## src/rtl/dcd_pkg.sv

```systemverilog
package dcd_pkg;
  localparam int CA_W  = 14;
  localparam int BG_W  = 3;
  localparam int BA_W  = 2;
  localparam int BL_W  = 2;
  localparam int OP_LO = 2;
  localparam int OP_HI = 4;
  localparam int BA_LO = 6;
  localparam int BG_LO = 8;
  localparam int BLB   = 5;
  localparam int RATEB = 8;
  localparam int RFMB  = 9;
  localparam int CWB   = 11;

  localparam logic [BL_W-1:0] BURST_16 = 2'd0;
  localparam logic [BL_W-1:0] BURST_32 = 2'd2;

  typedef enum logic [3:0] {
    T_NONE  = 4'd0,
    T_ACT   = 4'd1,
    T_WR    = 4'd2,
    T_RD    = 4'd3,
    T_MRW   = 4'd4,
    T_MRR   = 4'd5,
    T_WRP   = 4'd6,
    T_BO    = 4'd7,
    T_REFA  = 4'd8,
    T_REFSB = 4'd9,
    T_PREA  = 4'd10,
    T_PRESB = 4'd11,
    T_PRE   = 4'd12
  } ctype_e;

  typedef struct packed {
    logic              valid;
    logic              err;
    ctype_e            ctype;
    logic [BG_W-1:0]   bg;
    logic [BA_W-1:0]   ba;
    logic [BL_W-1:0]   burst;
    logic              nt_odt;
    logic              rate_2x;
    logic              rfm;
  } dec_out_t;
endpackage

```

## src/rtl/dcd_framer.sv

```systemverilog
module dcd_framer
  import dcd_pkg::*;
(
  input  logic            clk,
  input  logic            rst_n,
  input  logic            cs_n,
  input  logic [CA_W-1:0] ca,
  output logic            wait_q,
  output logic [CA_W-1:0] hold_q
);
  logic            wait_d;
  logic            cap_en;
  logic [CA_W-1:0] hold_d;

  always_comb begin
    cap_en = !wait_q && !cs_n && !ca[1];
    wait_d = cap_en;
    hold_d = cap_en ? ca : hold_q;
  end

  always_ff @(posedge clk or negedge rst_n) begin
    if (!rst_n) begin
      wait_q <= 1'b0;
      hold_q <= '0;
    end else begin
      wait_q <= wait_d;
      if (cap_en) hold_q <= hold_d;
    end
  end
endmodule

```

## src/rtl/dcd_decode.sv

```systemverilog
module dcd_decode
  import dcd_pkg::*;
(
  input  logic            wait_q,
  input  logic [CA_W-1:0] hold_q,
  input  logic            cs_n,
  input  logic [CA_W-1:0] ca,
  input  logic [BL_W-1:0] cfg_burst,
  input  logic            cfg_rate_en,
  input  logic            cfg_rfm_req,
  output dec_out_t        nxt
);
  logic [OP_HI-OP_LO:0] op1;
  logic [OP_HI-OP_LO:0] op2;
  logic                 wrp_ok;

  assign op1    = ca[OP_HI:OP_LO];
  assign op2    = hold_q[OP_HI:OP_LO];
  assign wrp_ok = (cfg_burst == BURST_16) || (cfg_burst == BURST_32);

  always_comb begin
    nxt = '0;
    if (wait_q) begin
      // second half of a two-clock command
      if (!hold_q[0]) begin
        if (cs_n) begin
          nxt.valid = 1'b1;
          nxt.ctype = T_ACT;
          nxt.bg    = hold_q[BG_LO +: BG_W];
          nxt.ba    = hold_q[BA_LO +: BA_W];
        end else begin
          nxt.err = 1'b1;
        end
      end else begin
        case (op2)
          3'd0, 3'd1: begin
            nxt.valid  = 1'b1;
            nxt.ctype  = (op2 == 3'd0) ? T_WR : T_RD;
            nxt.bg     = hold_q[BG_LO +: BG_W];
            nxt.ba     = hold_q[BA_LO +: BA_W];
            nxt.burst  = hold_q[BLB] ? BURST_16 : cfg_burst;
            nxt.nt_odt = !cs_n;
          end
          3'd2: begin
            if (!cs_n) begin
              nxt.err = 1'b1;
            end else if (!hold_q[CWB]) begin
              nxt.valid = 1'b1;
              nxt.ctype = T_MRW;
            end
          end
          3'd3: begin
            nxt.valid  = 1'b1;
            nxt.ctype  = T_MRR;
            nxt.nt_odt = !cs_n;
          end
          3'd4: begin
            if (!cs_n || !wrp_ok) begin
              nxt.err = 1'b1;
            end else begin
              nxt.valid = 1'b1;
              nxt.ctype = T_WRP;
              nxt.bg    = hold_q[BG_LO +: BG_W];
              nxt.ba    = hold_q[BA_LO +: BA_W];
              nxt.burst = cfg_burst;
            end
          end
          3'd5: begin
            if (ca[1:0] != 2'b00) begin
              nxt.err = 1'b1;
            end else begin
              nxt.valid = 1'b1;
              nxt.ctype = T_BO;
            end
          end
          default: nxt.err = 1'b1;
        endcase
      end
    end else if (!cs_n && ca[1]) begin
      // one-clock command
      case (op1)
        3'd0, 3'd1: begin
          nxt.valid   = 1'b1;
          nxt.ctype   = (op1 == 3'd0) ? T_REFA : T_REFSB;
          nxt.ba      = (op1 == 3'd1) ? ca[BA_LO +: BA_W] : '0;
          nxt.rate_2x = cfg_rate_en && !ca[RATEB];
          nxt.rfm     = cfg_rfm_req && ca[RFMB];
        end
        3'd2: begin
          nxt.valid = 1'b1;
          nxt.ctype = T_PREA;
        end
        3'd3: begin
          nxt.valid = 1'b1;
          nxt.ctype = T_PRESB;
          nxt.ba    = ca[BA_LO +: BA_W];
        end
        3'd4: begin
          nxt.valid = 1'b1;
          nxt.ctype = T_PRE;
          nxt.bg    = ca[BG_LO +: BG_W];
          nxt.ba    = ca[BA_LO +: BA_W];
        end
        3'd5:    nxt = '0;
        default: nxt.err = 1'b1;
      endcase
    end
  end
endmodule

```

## src/rtl/dcd_outreg.sv

```systemverilog
module dcd_outreg
  import dcd_pkg::*;
(
  input  logic     clk,
  input  logic     rst_n,
  input  dec_out_t nxt,
  output dec_out_t cur
);
  logic upd_en;
  assign upd_en = 1'b1;

  always_ff @(posedge clk or negedge rst_n) begin
    if (!rst_n) cur <= '0;
    else if (upd_en) cur <= nxt;
  end
endmodule

```

## src/rtl/dram_cmd_decoder.sv

```systemverilog
module dram_cmd_decoder
  import dcd_pkg::*;
(
  input  logic            clk,
  input  logic            rst_n,
  input  logic            cs_n,
  input  logic [CA_W-1:0] ca,
  input  logic [BL_W-1:0] cfg_burst,
  input  logic            cfg_rate_en,
  input  logic            cfg_rfm_req,
  output logic            cmd_valid,
  output logic            cmd_err,
  output logic [3:0]      cmd_type,
  output logic [BG_W-1:0] bg,
  output logic [BA_W-1:0] ba,
  output logic [BL_W-1:0] burst_sel,
  output logic            nt_odt,
  output logic            rate_2x,
  output logic            rfm
);
  logic            wait_q;
  logic [CA_W-1:0] hold_q;
  dec_out_t        nxt;
  dec_out_t        cur;

  dcd_framer i_framer (
    .clk(clk), .rst_n(rst_n), .cs_n(cs_n), .ca(ca),
    .wait_q(wait_q), .hold_q(hold_q)
  );

  dcd_decode i_decode (
    .wait_q(wait_q), .hold_q(hold_q), .cs_n(cs_n), .ca(ca),
    .cfg_burst(cfg_burst), .cfg_rate_en(cfg_rate_en),
    .cfg_rfm_req(cfg_rfm_req), .nxt(nxt)
  );

  dcd_outreg i_outreg (
    .clk(clk), .rst_n(rst_n), .nxt(nxt), .cur(cur)
  );

  assign cmd_valid = cur.valid;
  assign cmd_err   = cur.err;
  assign cmd_type  = cur.ctype;
  assign bg        = cur.bg;
  assign ba        = cur.ba;
  assign burst_sel = cur.burst;
  assign nt_odt    = cur.nt_odt;
  assign rate_2x   = cur.rate_2x;
  assign rfm       = cur.rfm;
endmodule

```

## config.mk

```make
export PLATFORM = sky130hd
export DESIGN_NAME = dram_cmd_decoder
export DESIGN_NICKNAME = d
export VERILOG_FILES = /design/src/rtl/dcd_pkg.sv /design/src/rtl/dcd_framer.sv /design/src/rtl/dcd_decode.sv /design/src/rtl/dcd_outreg.sv /design/src/rtl/dram_cmd_decoder.sv
export SDC_FILE = /design/constraint.sdc
export NUM_CORES = 1
export LEC_CHECK = 0
export BUFFER_PORTS_ARGS = -buffer_cell sky130_fd_sc_hd__buf_4
export CAP_MARGIN = 20
export CORE_MARGIN = 5
export CORE_UTILIZATION = 49
export CTS_CLUSTER_DIAMETER = 60
export DETAILED_ROUTE_END_ITERATION = 8
export HOLD_SLACK_MARGIN = 0.02
export PLACE_DENSITY_LB_ADDON = 0.12
export REMOVE_ABC_BUFFERS = 1
export SYNTH_ARGS = -nofsm -noshare
export SYNTH_HDL_FRONTEND = slang
export SYNTH_SLANG_ARGS = --single-unit
```

## constraint.sdc

```tcl
create_clock -name clk -period 1.6 [get_ports clk]
set_input_delay 0.24 -clock clk [delete_from_list [all_inputs] [get_ports clk]]
set_output_delay 0.24 -clock clk [all_outputs]
set_load 0.005 [all_outputs]
```

==> results of run 1 <==
## report_power, final
group / internal (uW) / total (uW) / switching [uW]
combinational: 151 / 272 / 120
sequential: 777 / 834 / 57.6
clock: 88.0 / 274 / 186
## cells by family (layout without fill, tap and decap cells)
kind of cell / count (synthesis) / count (layout) / synth area share
and+or+nand+nor: 39 / 39 / 0.185
DFF: 28 / 28 / 0.577
AOI/OAI and AO/OA: 21 / 21 / 0.118
muxes: 10 / 10 / 0.0927
buffers and inverters: 7 / 46 / 0.0268
## worst paths after layout
path,end,slack (ps),depth (start not counted)
min in group asynchronous,i_outreg.cur[10],350,2
min reg2reg,i_outreg.cur[3],470,1
min,i_outreg.cur[0],120,2
max reg2reg,i_outreg.cur[8],160,3
max,i_outreg.cur[8],160,3
max in group asynchronous,i_framer.hold_q[8],990,2
## state kept, by name (all words and copies together), names as in the netlist
name,flops
i_framer.wait_q,1
i_outreg.cur,16
i_framer.hold_q,11
## metal layers
layer	global-route usage	vias to the layer above
met2	0.248	24
li1	-	457
met1	0.199	457
met4	0.0570	0
met3	0.0216	2
met5	0	-
## cells in the mapped netlist
library cell / count
a22o_1: 6
or2_2: 1
nand2_1: 10
nor3_4: 1
nand2b_1: 2
or3b_1: 1
o21ai_0: 3
inv_1: 3
a21boi_2: 1
nor3b_1: 2
nor4_1: 1
o22ai_1: 1
o31ai_1: 1
nor3_1: 3
mux2_2: 10
buf_2: 2
clkbuf_1: 1
nand3_1: 2
and4bb_2: 1
buf_4: 1
nor4b_1: 1
or2b_1: 1
a211oi_1: 1
o41ai_1: 1
and3_1: 1
nand3b_1: 2
dfrtp_1: 28
nor2_1: 6
a21oi_1: 7
nor2b_1: 3
nand4_1: 1
## worst max-delay path, stage by stage, from the launching register on
cell	delay, ps
dfrtp_1	430
or3b_1	490
nor3_4	290
a22o_1	180
## area by class of cell
type                       instances  share of cell area
sequential                        28               0.450
multi-input combinational         70               0.309
timing repair buffer              40               0.195
tap                               30              0.0241
clock buffer                       3              0.0145
inverter                           3             0.00723
## through the flow
step	instances	setup WS [ps]	area [sq um]
6_report	174	161	1560
4_1_cts	174	149	1560
5_1_grt	174	101	1560
3_3_place_gp	170	188	1520
3_5_place_dp	170	176	1520
2_1_floorplan	101	-215	1190
==> key figures, run 1 <==
Critical path
  • WS Path Type: reg2reg
  • Crit path from: i_framer.wait_q
  • Arr. time, crit path: around 1700 ps
  • CP endpoint kind: flip-flop
  • Crit path max fanout: 6
  • Startpoint Class: flip-flop
  • FF-to-FF Start: i_framer.wait_q
  • CP Data Required Time: roughly 1900 ps

Drt
  • Total number of vias: 940
  • Remaining antenna violation count: 0
  • Top Metal Used: met4
  • WL final: ~2.4 mm
  • DRC Markers: 0
  • Avg WL per Cell: 14.0 um
  • Met2 wire length: 1.23 mm
  • Via density: approximately 5.4
  • Met3 routed WL: ~160 um
  • Met1 wire length: 1.03 mm
  • DRT Pass-1 Iters: 4
  • Initial DRC count: 25

GRT
  • Total track usage: 0.151
  • Initial antenna violation count: 0
  • First-pass GRT wire length: 4.03 mm
  • GR Overflow Total: 0
  • Vias in the first global route: 887
  • Largest net degree at the start of global routing: 29

Floorplanning
  • Initial Util: 0.499
  • Die H: about 60 um
  • Full die area: 3580 sq um
  • IO Pins: 37
  • Core ar.: between 2000 and 2500 sq um
  • Row cnt: 18
  • Chip width: approximately 60 um

Flow run
  • Maxcap violations: 0

Cells and area
  • Layout cell share with drive strength beyond 1: 0.389
  • Final Util: 0.640
  • Fin nets: around 170
  • Multi-input combinational cell area: between 400 and 500 sq um
  • FF+latch area: between 700 and 800 sq um
  • Layout area overhead: 28.1%
  • Most frequent cells in the layout: buf_4 (39), dfrtp_1 (28), nand2_1 (10), mux2_2 (10), a21oi_1 (7)
  • Most common library cell in the layout ignoring fill and taps: buf_4
  • Fillers: a little over 200
  • ANT cells: 0

Clock tree
  • CTS H-Tree Depth: 1
  • Worst-Skew Late Latency: between 300 and 400 ps
  • Buffer count from post-CTS setup fixing: 0
  • Root Buffer Master: clkbuf_4
  • Post-cts sizing count: 0
  • Clk buf depth: 2
  • Reg clk slew, reported paths: 140 ps
  • Hold-fix buffers at CTS: 1
  • Sink Count: 28
  • TritonCTS clock tree: built
  • TritonCTS buffer count: 3

Synthesis
  • Synth Instances: ~110
  • Distinct cells, synth: 31
  • Seq/Total Area, Yosys: 0.577
  • Number of synthesized register bits: 28
  • Top cells by area, synth: dfrtp_1 (58%), mux2_2 (9.3%), a22o_1 (4.3%)
  • Synthesized area: 1210 sq um
  • Mean post-synth cell area: roughly 12 sq um
  • Top-area cell type share of the netlist area: 0.577
  • Yosys top cell by area: dfrtp_1
  • Synth warn: 0

Pwr
  • Pwr Total: between 1000 and 1500 uW
  • PD cells: between 800 and 900 nW/um^2
  • Leak: roughly 0.00076 uW
  • Peak VDD IR: around 0.66 mV

Worst hold path
  • Tightest Hold Check Type: in2reg
  • Hold Startpoint: ca[3]

Timing
  • Final hold slack: 118 ps
  • Count of final hold-check violations: 0
  • Slew Limit Headroom: 0.771
  • F_max: about 0.69 GHz
  • Slew Viols, Final: 0
  • Worst Tran Pin Value: approximately 340 ps
  • Final-report setup violation count: 0
  • Layout Skew: 6.29 ps
  • Total negative setup slack: 0 ps
  • Min Tclk post-route: between 1000 and 1500 ps
  • Unrepaired setup endpoints after global routing: false
  • Crit share post-route: 0.900

Placement
  • GPL Wtd Cong: 0.864
  • HPWL after detailed placement: roughly 1.9 mm
  • Port Buffers: 34

Status
  • Status: complete, no violations
Power figures use the tool's default switching activity.
==> inputs of run 2 (changes only) <==
- RECOVER_POWER: not set -> 50
==> key figures, run 2 (same netlist as run 1, synthesis figures left out) <==
Status
  • Status: complete, no violations

GRT
  • GR Overflow Total: 0
  • First-pass GRT wire length: roughly 4 mm
  • Total track usage: 0.151
  • Largest net degree at the start of global routing: 29
  • Initial antenna violation count: 0
  • Vias in the first global route: approximately 890

Critical path
  • Reg2reg path depth: 3
  • Crit-path slowest cell: or3b_1
  • R2r endpoint: i_outreg.cur[8]
  • WS Path Type: reg2reg
  • Crit path max fanout: 6
  • Stages on the worst setup path: 3
  • Crit-path leading delay family: simple AND/OR/NAND/NOR gates
  • FF-to-FF Start: i_framer.wait_q
  • Arr. time, crit path: ~1700 ps
  • Critical path's largest stage delay: around 500 ps
  • R2R setup slack: 160 ps
  • WP buf/inv: 0
  • Startpoint Class: flip-flop
  • Crit path cell chain: or3b_1 -> nor3_4 -> a22o_1
  • CP endpoint kind: flip-flop
  • CP Data Required Time: between 1500 and 2000 ps

Drt
  • Initial DRC count: 25
  • Avg WL per Cell: between 10 and 15 um
  • Met2 wire length: roughly 1.2 mm
  • Remaining antenna violation count: 0
  • DRC Markers: 0
  • Total number of vias: 947
  • DRT Pass-1 Iters: 4
  • Via density: 5.44
  • Met1 wire length: 1.03 mm
  • WL final: ~2.4 mm
  • Met3 routed WL: roughly 180 um
  • Top Metal Used: met4

Clock tree
  • Sink Count: 28
  • Hold-fix buffers at CTS: 1
  • Clk buf depth: 2
  • Root Buffer Master: clkbuf_4
  • TritonCTS buffer count: 3
  • TritonCTS clock tree: built
  • CTS H-Tree Depth: 1
  • Worst-Skew Late Latency: a little over 300 ps
  • Post-cts sizing count: 0
  • Buffer count from post-CTS setup fixing: 0
  • Reg clk slew, reported paths: ~140 ps

Flow run
  • Maxcap violations: 0

Floorplanning
  • Core ar.: between 2000 and 2500 sq um
  • Full die area: approximately 3600 sq um
  • Die H: 59.8 um
  • Initial Util: 0.499
  • IO Pins: 37
  • Chip width: 59.8 um
  • Row cnt: 18

Timing
  • Slew Viols, Final: 0
  • Unrepaired setup endpoints after global routing: false
  • Count of final hold-check violations: 0
  • Min Tclk post-route: roughly 1400 ps
  • Slew Limit Headroom: 0.555
  • Worst Tran Pin Value: 667 ps
  • F_max: approximately 0.7 GHz
  • Setup ws final: ~160 ps
  • Final-report setup violation count: 0
  • Layout Skew: about 5.6 ps
  • Crit share post-route: 0.902

Pwr
  • Peak VDD IR: between 0.6 and 0.7 mV
  • Pwr Total: 1380 uW
  • PD cells: a little under 900 nW/um^2
  • Leak: ~0.00075 uW

Placement
  • GPL Wtd Cong: approximately 0.86
  • Port Buffers: 34
  • HPWL after detailed placement: 1.90 mm
  • Worst slack at placement: ~180 ps

Cells and area
  • Largest regs: i_outreg.cur x16, i_framer.hold_q x11, i_framer.wait_q x1
  • Most common library cell in the layout ignoring fill and taps: buf_4
  • Layout cell share with drive strength beyond 1: 0.382
  • Most frequent cells in the layout: buf_4 (30), dfrtp_1 (28), nand2_1 (10), mux2_2 (10), clkbuf_4 (10)
  • Fin nets: 167
  • ANT cells: 0
  • Layout area overhead: 27.6%
  • Max FFs per register: 16
  • Reg with most FFs: i_outreg.cur

Worst hold path
  • Hold Startpoint: ca[3]
  • Hold depth: 2
  • Endpoint, Worst Hold: i_outreg.cur[0]
  • Tightest Hold Check Type: in2reg
-- run 2: cell count changes in the layout (fill, tap and decap cells not counted), sizes merged --
cell	change
buf	-9
clkbuf	+9
-- run 2: metal layers --
layer  track usage  up-vias
li1              -      458
met1         0.199      459
met2         0.248       28
met3        0.0216        2
met4        0.0570        0
met5             0        -
-- run 2: area by class of cell --
class                           count  area (sq um)
Sequential cell                    28           701
Tap cell                           30          37.5
Multi-Input combinational cell     70           482
Timing Repair Buffer               40           297
Fill cell                         206           882
Clock buffer                        3          22.5
Inverter                            3          11.3
-- run 2: worst max-delay path by stage --
stage                    start  slack, ps            endpoint
6_report       i_framer.wait_q        160     i_outreg.cur[8]
5_1_grt        i_framer.wait_q         90  i_framer.hold_q[7]
4_1_cts        i_framer.wait_q        150     i_outreg.cur[8]
3_5_place_dp              cs_n        180     i_outreg.cur[8]
3_3_place_gp              cs_n        190     i_outreg.cur[8]
2_1_floorplan  i_framer.wait_q       -220  i_framer.hold_q[0]
-- run 2: power breakdown --
part | switching (uW) | internal, uW | total, uW
clock | 186 | 88.0 | 274
combinational | 120 | 149 | 269
sequential | 57.5 | 777 | 834
-- run 2: worst register-to-register path, cell delays in order, from the launching register on --
cell	delay, ps
dfrtp_1	430
or3b_1	490
nor3_4	290
a22o_1	180
-- run 2: stage by stage --
step	hold slack, ps	util	std cells	instance area (sq um)	setup TNS (ps)
after global placement	168	0.627	170	1520	0
final	118	0.637	174	1550	0
after detailed placement	173	0.627	170	1520	0
after CTS	98.1	0.640	174	1560	0
after global routing	106	0.637	174	1550	0
after floorplan	-55.6	-	101	1190	-2150
